===== src/rtl/fwc_pkg.sv =====
package fwc_pkg;

   typedef enum logic [1:0] {
      SZ_1 = 2'd0,
      SZ_2 = 2'd1,
      SZ_4 = 2'd2,
      SZ_8 = 2'd3
   } acc_size_e;

   localparam int unsigned BUS_BYTES = 8;
   localparam int unsigned OFS_SEL   = 'h08;
   localparam int unsigned OFS_PHI   = 'h0C;
   localparam int unsigned OFS_PLO   = 'h10;
   localparam int unsigned KEY_SIG   = 0;
   localparam int unsigned KEY_FEAT  = 1;

   function automatic int unsigned item_len(int unsigned key, int unsigned n_items);
      if (key == KEY_SIG || key == KEY_FEAT) return 4;
      if (key < n_items) return 2 + 3 * key;
      return 0;
   endfunction

   function automatic logic [7:0] item_byte(int unsigned key, int unsigned idx, bit dma_en);
      if (key == KEY_SIG) begin
         case (idx)
            0: return 8'h43;
            1: return 8'h46;
            2: return 8'h57;
            default: return 8'h31;
         endcase
      end
      if (key == KEY_FEAT) return (idx == 0) ? {6'd0, dma_en, 1'b1} : 8'h00;
      return 8'((key << 4) + idx);
   endfunction

   function automatic logic [31:0] bswap32(logic [31:0] v);
      return {v[7:0], v[15:8], v[23:16], v[31:24]};
   endfunction

endpackage


===== src/rtl/fwc_item_rom.sv =====
module fwc_item_rom #(
   parameter int unsigned SEL_W     = 16,
   parameter int unsigned OFF_W     = 8,
   parameter int unsigned NUM_ITEMS = 4,
   parameter bit          DMA_EN    = 1'b1
) (
   input  logic [SEL_W-1:0] sel_i,
   input  logic [OFF_W-1:0] off_i,
   output logic [63:0]      bytes_o,
   output logic [OFF_W-1:0] len_o
);
   import fwc_pkg::*;

   assign len_o = OFF_W'(item_len(32'(sel_i), NUM_ITEMS));

   for (genvar k = 0; k < BUS_BYTES; k++) begin : g_lane
      logic [31:0] idx;
      assign idx = 32'(off_i) + 32'(k);
      assign bytes_o[8*k +: 8] = (idx < 32'(len_o)) ? item_byte(32'(sel_i), idx, DMA_EN) : 8'h00;
   end

endmodule


===== src/rtl/fwc_sel_state.sv =====
module fwc_sel_state #(
   parameter int unsigned SEL_W = 16,
   parameter int unsigned OFF_W = 8
) (
   input  logic             clk,
   input  logic             rst_n,
   input  logic             sel_wr_i,
   input  logic [SEL_W-1:0] sel_d_i,
   input  logic             adv_en_i,
   input  logic [OFF_W-1:0] adv_i,
   output logic [SEL_W-1:0] sel_o,
   output logic [OFF_W-1:0] off_o
);

   always_ff @(posedge clk) begin
      if (!rst_n) begin
         sel_o <= '0;
         off_o <= '0;
      end else if (sel_wr_i) begin
         sel_o <= sel_d_i;
         off_o <= '0;
      end else if (adv_en_i) begin
         off_o <= off_o + adv_i;
      end
   end

endmodule


===== src/rtl/fwc_dma_ptr.sv =====
module fwc_dma_ptr #(
   parameter bit DMA_EN = 1'b1
) (
   input  logic        clk,
   input  logic        rst_n,
   input  logic        wr_hi_i,
   input  logic        wr_lo_i,
   input  logic [31:0] hi_d_i,
   input  logic [31:0] lo_d_i,
   input  logic        done_i,
   output logic [63:0] val_o,
   output logic        busy_o,
   output logic        start_o
);

   if (DMA_EN) begin : g_ptr
      logic [31:0] hi_q, lo_q;
      always_ff @(posedge clk) begin
         if (!rst_n) begin
            hi_q    <= '0;
            lo_q    <= '0;
            busy_o  <= 1'b0;
            start_o <= 1'b0;
         end else begin
            start_o <= 1'b0;
            if (busy_o) begin
               if (done_i) begin
                  hi_q   <= '0;
                  lo_q   <= '0;
                  busy_o <= 1'b0;
               end
            end else begin
               if (wr_hi_i) hi_q <= hi_d_i;
               if (wr_lo_i) begin
                  lo_q    <= lo_d_i;
                  busy_o  <= 1'b1;
                  start_o <= 1'b1;
               end
            end
         end
      end
      assign val_o = {hi_q, lo_q};
   end else begin : g_noptr
      logic unused_in;
      assign unused_in = ^{clk, rst_n, wr_hi_i, wr_lo_i, hi_d_i, lo_d_i, done_i};
      assign val_o   = '0;
      assign busy_o  = 1'b0;
      assign start_o = 1'b0;
   end

endmodule


===== src/rtl/fwc_regs.sv =====
module fwc_regs #(
   parameter int unsigned ADDR_W    = 5,
   parameter int unsigned SEL_W     = 16,
   parameter int unsigned OFF_W     = 8,
   parameter int unsigned NUM_ITEMS = 4,
   parameter bit          DMA_EN    = 1'b1
) (
   input  logic              clk,
   input  logic              rst_n,
   input  logic              mmio_req,
   input  logic              mmio_we,
   input  logic [ADDR_W-1:0] mmio_addr,
   input  logic [1:0]        mmio_size,
   input  logic [63:0]       mmio_wdata,
   output logic              mmio_rvalid,
   output logic [63:0]       mmio_rdata,
   input  logic              dma_done,
   output logic              dma_start,
   output logic              dma_busy,
   output logic [63:0]       dma_desc_addr
);
   import fwc_pkg::*;

   localparam int unsigned MAX_LEN = 2 + 3 * (NUM_ITEMS - 1);

   if (ADDR_W < 5) begin : g_bad_addr
      $error("fwc_regs: ADDR_W must cover the 0x14-byte window");
   end
   if (NUM_ITEMS < 2) begin : g_bad_items
      $error("fwc_regs: NUM_ITEMS must include the signature and feature items");
   end
   if (SEL_W < 2 || SEL_W > 16) begin : g_bad_sel
      $error("fwc_regs: SEL_W must be 2..16");
   end
   if (OFF_W < 4 || MAX_LEN >= (1 << OFF_W)) begin : g_bad_off
      $error("fwc_regs: OFF_W too narrow for the item table");
   end

   logic             is_rd, is_wr, data_hit;
   logic             hit_sel, hit_phi, hit_plo;
   logic [3:0]       nbytes;
   logic [SEL_W-1:0] cur_sel;
   logic [OFF_W-1:0] cur_off, item_len_w, avail, adv;
   logic [63:0]      rom_bytes, lane_mask, ptr_val, rd_nxt;
   logic             sel_wr, wr_hi, wr_lo;
   logic [31:0]      hi_d, lo_d;

   assign is_rd    = mmio_req & ~mmio_we;
   assign is_wr    = mmio_req & mmio_we;
   assign data_hit = (32'(mmio_addr) < OFS_SEL);
   assign hit_sel  = (32'(mmio_addr) == OFS_SEL);
   assign hit_phi  = (32'(mmio_addr) == OFS_PHI);
   assign hit_plo  = (32'(mmio_addr) == OFS_PLO);
   assign nbytes   = 4'(1) << mmio_size;

   assign sel_wr = is_wr & hit_sel & (mmio_size == SZ_2);
   assign wr_hi  = is_wr & hit_phi & ((mmio_size == SZ_4) | (mmio_size == SZ_8));
   assign wr_lo  = is_wr & ((hit_plo & (mmio_size == SZ_4)) | (hit_phi & (mmio_size == SZ_8)));
   assign hi_d   = bswap32(mmio_wdata[31:0]);
   assign lo_d   = hit_phi ? bswap32(mmio_wdata[63:32]) : bswap32(mmio_wdata[31:0]);

   fwc_item_rom #(
      .SEL_W(SEL_W), .OFF_W(OFF_W), .NUM_ITEMS(NUM_ITEMS), .DMA_EN(DMA_EN)
   ) i_rom (
      .sel_i   (cur_sel),
      .off_i   (cur_off),
      .bytes_o (rom_bytes),
      .len_o   (item_len_w)
   );

   assign avail = (item_len_w > cur_off) ? (item_len_w - cur_off) : '0;
   assign adv   = (avail < OFF_W'(nbytes)) ? avail : OFF_W'(nbytes);

   fwc_sel_state #(.SEL_W(SEL_W), .OFF_W(OFF_W)) i_sel (
      .clk      (clk),
      .rst_n    (rst_n),
      .sel_wr_i (sel_wr),
      .sel_d_i  (mmio_wdata[SEL_W-1:0]),
      .adv_en_i (is_rd & data_hit),
      .adv_i    (adv),
      .sel_o    (cur_sel),
      .off_o    (cur_off)
   );

   fwc_dma_ptr #(.DMA_EN(DMA_EN)) i_ptr (
      .clk     (clk),
      .rst_n   (rst_n),
      .wr_hi_i (wr_hi),
      .wr_lo_i (wr_lo),
      .hi_d_i  (hi_d),
      .lo_d_i  (lo_d),
      .done_i  (dma_done),
      .val_o   (ptr_val),
      .busy_o  (dma_busy),
      .start_o (dma_start)
   );

   assign dma_desc_addr = ptr_val;
   assign lane_mask     = 64'((65'd1 << (8 * nbytes)) - 65'd1);

   always_comb begin
      rd_nxt = '0;
      if (data_hit) begin
         rd_nxt = rom_bytes & lane_mask;
      end else if (hit_phi && mmio_size == SZ_8) begin
         rd_nxt = {bswap32(ptr_val[31:0]), bswap32(ptr_val[63:32])};
      end else if (hit_phi && mmio_size == SZ_4) begin
         rd_nxt = {32'd0, bswap32(ptr_val[63:32])};
      end else if (hit_plo && mmio_size == SZ_4) begin
         rd_nxt = {32'd0, bswap32(ptr_val[31:0])};
      end
   end

   always_ff @(posedge clk) begin
      if (!rst_n) begin
         mmio_rvalid <= 1'b0;
         mmio_rdata  <= '0;
      end else begin
         mmio_rvalid <= is_rd;
         if (is_rd) mmio_rdata <= rd_nxt;
      end
   end

endmodule


===== config.mk =====
export PLATFORM = sky130hd
export DESIGN_NAME = fwc_regs
export DESIGN_NICKNAME = d
export VERILOG_FILES = /design/src/rtl/fwc_pkg.sv /design/src/rtl/fwc_item_rom.sv /design/src/rtl/fwc_sel_state.sv /design/src/rtl/fwc_dma_ptr.sv /design/src/rtl/fwc_regs.sv
export SDC_FILE = /design/constraint.sdc
export NUM_CORES = 1
export LEC_CHECK = 0
export CELL_PAD_IN_SITES_DETAIL_PLACEMENT = 0
export CELL_PAD_IN_SITES_GLOBAL_PLACEMENT = 1
export CORE_MARGIN = 4
export CORE_UTILIZATION = 40
export DETAILED_ROUTE_END_ITERATION = 12
export PLACE_DENSITY = 0.86
export SYNTH_ARGS = -nofsm -noshare
export SYNTH_HDL_FRONTEND = slang
export SYNTH_HIERARCHICAL = 1
export SYNTH_SLANG_ARGS = --single-unit
export TNS_END_PERCENT = 30

===== constraint.sdc =====
create_clock -name clk -period 15.3 [get_ports clk]
set_clock_uncertainty 0.05 [all_clocks]
set_input_delay 3.06 -clock clk [delete_from_list [all_inputs] [get_ports clk]]
set_output_delay 3.06 -clock clk [all_outputs]
set_load 0.03 [all_outputs]

==> results of run 1 <==
registers in the layout, summed over array words and instances (netlist names):
signal	cells
mmio_rdata	64
i_ptr/g_ptr.hi_q	32
i_ptr/g_ptr.lo_q	32
i_sel/sel_o	16
i_sel/off_o	8
i_ptr/busy_o	1
i_ptr/start_o	1
mmio_rvalid	1
power groups by stage:
stage,clock [mW],sequential [mW],combinational [mW]
global route,0.439,0.424,0.261
finish,0.418,0.423,0.244
global placement,0,0.432,0.236
floorplan,0,0.449,0.131
CTS,0.423,0.423,0.240
detailed placement,0,0.432,0.238
cell usage in the layout (no fill, tap or decap), types with 38 or more instances in the layout:
cell	n
nor3_1	48
dfxtp_1	155
ha_1	121
a221oi_1	57
clkdlybuf4s50_1	205
xnor2_1	58
o22ai_2	60
inv_1	56
nor3b_1	38
nor2_1	137
o21ai_0	41
a21oi_1	97
nand2_1	181
worst register-to-register path, delay by kind of cell, from the launching register on:
| kind | cells | cell delay [ns] |
|---|---|---|
| buffers and inverters | 3 | 0.46 |
| multiplexers | 1 | 0.12 |
| AO/OA/AOI/OAI | 12 | 3.10 |
| AND/OR/NAND/NOR | 6 | 1.51 |
| adder cells (fa/ha/maj) | 5 | 1.46 |
| flip-flops | 1 | 0.68 |
per-stage QoR:
stage	cell area (um2)	util (%)	setup slack, ns	power (mW)
2_1_floorplan	12800	-	8.79	0.580
3_3_place_gp	15000	47.7	7.84	0.668
3_5_place_dp	15000	47.7	7.73	0.670
4_1_cts	15600	49.5	7.92	1.09
5_1_grt	15600	49.6	7.52	1.12
6_report	15600	49.6	7.84	1.09
worst min path at each step:
stage / cells past startpoint / to / startpoint
final: 2 / mmio_rdata[11] / i_ptr/g_ptr.hi_q[19]
after global routing: 2 / mmio_rdata[38] / mmio_rdata[38]
after CTS: 2 / mmio_rdata[11] / i_ptr/g_ptr.hi_q[19]
after detailed placement: 2 / mmio_rdata[11] / i_ptr/g_ptr.hi_q[19]
after global placement: 1 / mmio_rdata[9] / mmio_rdata[9]
after floorplan: 2 / i_sel/sel_o[7] / i_sel/sel_o[7]
metal layers:
layer	vias up	track usage, %	routed length [um]
met3	67	5.13	4350
met1	6078	37.1	21100
li1	5910	-	-
met2	680	40.0	20600
met5	-	0	0
met4	0	7.39	1180
cells by family after synthesis:
kind of cell / after synthesis
AO/OA/AOI/OAI: 413
multiplexers: 57
other: 1
flip-flops: 155
adder cells (fa/ha/maj): 132
XOR/XNOR: 76
AND/OR/NAND/NOR: 537
buffers and inverters: 166
area by class of cell:
cell class              instances  area (um2)
repair buffers                231        2250
inverters                      60         225
well taps                     402         503
fillers                      2947       15900
clock buffers                  20         457
multi-input cells            1222        8940
clock inverters                10         118
flip-flops and latches        155        3100
==> flow_summary.ini, run 1 <==
[critical_path]
end_kind = register
r2r-start = i_sel/sel_o[0]
path_buf_inv = 3
worstPathRequired_ns = 15.57
reg2reg_slack_ns = 7.84
path_depth = 27
cp_max_fo = 13
cpMaxStageDelayCell = dfxtp_1
ff2ff_path_depth = 27
worst_path_dominant_cell_family = compound AO/OA/AOI/OAI gates
cpPeakStageDelay_ns = 0.68
start_kind = register
cp_common_cell = ha_1
arrival_ns = 7.73
crit_end = i_sel/off_o[6]
critPathKind = register to register
crit_start = i_sel/sel_o[0]
r2r_end = i_sel/off_o[6]

[detailed_routing]
ant_nets = 0
via_count = 12700
drc = 0
dr.first_iter.drc_count = 1298
via_per_inst = 6.06
drt-total-wl_mm = 47.2
post_drt_wl_per_cell_um = 22.5
drt_first_pass_iters = 6

[synthesis]
synth_edf_count = 0
synth.area.mux_share_pct = 4.92
synth_top_area_cell = dfxtp_1
ys_top_cells_by_count = nand2_1 (181), dfxtp_1 (155), nor2_1 (138)
synth.ff_latch_count = 155
synth_compound_area_share_pct = 25.3
synth_most_common_cell = nand2_1
async_reset_ff_share_pct = 0
ys.flop_type = dfxtp_1
synth-simple-area-share_pct = 20.5
synth_cells = 1537
yosys.area.top_type_share_pct = 24.4
synthXorXnorAreaFrac_pct = 5.22
synth_top_family_by_area = compound AO/OA/AOI/OAI gates
mappedNetlistArea_um2 = 12700
yosysWarningCount = 6
synthTopCellsByArea = dfxtp_1 (24%), ha_1 (12%), o22ai_2 (5.9%)
synth_fa_ha_area_share_pct = 13.6
synth_cell_types = 90
syn_avg_cell_area_um2 = 8.29
seq_area_frac_synth_pct = 24.4

[flow_run]
drv_cap = 0

[clock_tree]
root_buffer = clkbuf_16
cts.clk_slew.worst_paths_ns = 0.06
clock_latency_ns = 0.43
clock_path_buffers = 2
cts_buffers = 17
hold_buffers = 0
clock_sinks = 155
cts_resized = 0
cts_setup_buffers = 0
h-tree-depth = 4
cts_tree = done

[hold_path]
holdCritPathClass = register to register

[sta]
rsz0062_at_grt = false
finalCriticalPeriod_ns = 7.46
fin_crit_sh_pct = 48.7
setup_tns_ns = 0
worstMarginPinSlew_ns = 1.36
hold_violations = 0
whs_ns = 0.443
setup_viol = 0
drv_slew = 0
max_freq_mhz = 134
slew_headroom_pct = 8.62

[pwr]
combPwrFrac_pct = 22.5
p_clk_share_pct = 38.5
leakagePower_nw = 6.08
p_int_mw = 0.761
ir_drop_mv = 0.0748
power_frac_seq_pct = 39.0
switching_share_pct = 29.9
power.density_nw_per_um2 = 69.5
power_switching_mw = 0.324

[die]
dieWidth_um = 186
coreArea_um2 = 31500
dieArea_um2 = 34800
ios = 207
start_util_pct = 40.5
rows = 65
die_h_um = 186

[cells_and_area]
final_cell_count_no_fill = 2100
fin_nets = 1895
syn2layout_area_growth_pct = 22.5
layout-drive-gt1-share_pct = 11.1
diodes = 0

[global_route]
antenna_found_initial = 0
grt_pass1_wl_mm = 72.3
grt_overflow = 0
grt_pass1_vias = 12100
grt_max_degree = 108
grtUsageTotal_pct = 26.0

[place]
gp_congestion = 0.938
place_inst = 2070
numPortBuffers = 206
hpwl_mm = 35.9

[run_status]
outcome = completed
Note: power is estimated with default switching activity, not from simulation.
==> run 2, diff against run 1 <==
--- a/config.mk
+++ b/config.mk
@@ -8,9 +8,9 @@
 export CELL_PAD_IN_SITES_DETAIL_PLACEMENT = 0
 export CELL_PAD_IN_SITES_GLOBAL_PLACEMENT = 1
 export CORE_MARGIN = 4
-export CORE_UTILIZATION = 40
+export CORE_UTILIZATION = 37
 export DETAILED_ROUTE_END_ITERATION = 12
-export PLACE_DENSITY = 0.86
+export PLACE_DENSITY = 0.84
 export SYNTH_ARGS = -nofsm -noshare
 export SYNTH_HDL_FRONTEND = slang
 export SYNTH_HIERARCHICAL = 1
==> constraint.sdc (replaced) <==
create_clock -name clk -period 6.8 [get_ports clk]
set_clock_uncertainty 0.05 [all_clocks]
set_input_delay 1.36 -clock clk [delete_from_list [all_inputs] [get_ports clk]]
set_output_delay 1.36 -clock clk [all_outputs]
set_load 0.03 [all_outputs]
==> flow_summary.ini, run 2 (synthesized netlist as in run 1, its figures left out) <==
[run_status]
outcome = completed

[die]
dieWidth_um = 194
coreArea_um2 = 33800
rows = 67
ios = 207
dieArea_um2 = 37500
start_util_pct = 37.7
die_h_um = 194

[cells_and_area]
final_cell_mix = clkdlybuf4s50_1 (205), nand2_1 (181), dfxtp_1 (153)
layout-drive-gt1-share_pct = 11.9
diodes = 0
utilization_pct = 46.7
syn2layout_area_growth_pct = 23.8
final_common_cell = clkdlybuf4s50_1
fin_area_um2 = 15800
largest_register_ffs = 64
nFillCells = 3269
top_register = mmio_rdata
final_cell_count_no_fill = 2159
fin_nets = 1906
top_regs = mmio_rdata x64, i_ptr/g_ptr.hi_q x32, i_ptr/g_ptr.lo_q x32

[sta]
max_freq_mhz = 157
worst_slack_ns = 0.414
rsz0062_at_grt = false
hold_violations = 0
finalCriticalPeriod_ns = 6.39
whs_ns = 0.448
drv_slew = 0
slew_headroom_pct = 11.4
setup_tns_ns = 0
worstMarginPinSlew_ns = 1.33
setup_viol = 0
fin_crit_sh_pct = 93.9

[pwr]
power.density_nw_per_um2 = 159
leakagePower_nw = 6.16
ir_drop_mv = 0.138
p_total_mw = 2.51

[critical_path]
worstPathRequired_ns = 7.09
critPathKind = register to register
cp_max_fo = 9
arrival_ns = 6.67
start_kind = register
ff2ff_path_depth = 26
end_kind = register

[global_route]
grt_max_degree = 124
grt_pass1_wl_mm = 75.6
grtUsageTotal_pct = 25.4
antenna_found_initial = 0
grt_pass1_vias = 12400
grt_overflow = 0

[detailed_routing]
via_per_inst = 5.88
drt_first_pass_iters = 5
ant_nets = 0
dr.first_iter.drc_count = 1130
post_drt_wl_per_cell_um = 22.8
drt-total-wl_mm = 49.2
via_count = 12700
drc = 0

[place]
hpwl_mm = 37.3
place_inst = 2126
pre_cts_ws_ns = 0.441
placed_area_um2 = 15100
gp_congestion = 0.949
numPortBuffers = 206

[flow_run]
drv_cap = 0

[clock_tree]
clock_sinks = 155
clock_path_buffers = 2
cts.clk_slew.worst_paths_ns = 0.08
clock_latency_ns = 0.44
h-tree-depth = 4
root_buffer = clkbuf_16
cts_buffers = 17
cts_tree = done

[hold_path]
min_path_cells = 2
holdCritPathClass = register to register
-- run 2: cell count changes in the layout (fill, tap and decap cells not counted), sizes merged --
cell,previous run,this run
buf,26,37
inv,60,69
clkinvlp,4,1
clkbuf,20,18
clkinv,4,2
-- run 2: worst max-delay path: stages, from the launching register on --
cell,delay [ns]
dfxtp_1,0.36
inv_1,0.12
ha_1,0.26
or3b_1,0.45
a2111o_1,0.52
nor3_1,0.29
ha_1,0.37
a21oi_1,0.24
o21ai_0,0.13
a41o_1,0.23
o31a_1,0.15
nand2_1,0.10
inv_1,0.05
ha_1,0.27
o21a_1,0.17
nor2_1,0.13
nor3b_1,0.11
a21oi_4,0.19
a21boi_2,0.25
o32ai_1,0.11
ha_1,0.27
fa_1,0.43
a21o_1,0.20
a21oi_1,0.24
o21ai_1,0.12
mux2i_1,0.12
a311o_2,0.35
-- run 2: final timing paths --
check | to | slack (ns) | start
setup / recovery | i_sel/off_o[6] | 0.41 | i_sel/sel_o[0]
hold reg to reg | mmio_rdata[45] | 0.45 | mmio_rdata[45]
setup reg to reg | i_sel/off_o[6] | 0.41 | i_sel/sel_o[0]
hold / removal | mmio_rdata[45] | 0.45 | mmio_rdata[45]
-- run 2: where the power goes --
group          switching (mW)  internal, mW
clock network           0.442         0.567
registers              0.0180         0.932
logic                   0.327         0.225
total                   0.787          1.72
-- run 2: layer usage --
metal / track usage [%] / up-vias / wire (um)
met3: 4.77 / 75 / 4090
li1: - / 5931 / -
met1: 34.7 / 6125 / 21400
met2: 40.2 / 554 / 22200
met4: 8.76 / 0 / 1500
met5: 0 / - / 0
-- run 2: timing repair --
item                       CTS  global route
resized for setup            0             2
setup endpoints to repair    0             1
hold buffers                 0             0
buffers inserted             0             1
-- run 2: layout make-up --
cell class,instances,area [um2],share of cell area [%]
Inverter,60,225,1.43
Tap cell,448,561,3.55
Multi-Input combinational cell,1222,8930,56.7
Clock inverter,14,170,1.08
Sequential cell,155,3110,19.7
Clock buffer,18,439,2.79
Timing Repair Buffer,242,2330,14.8
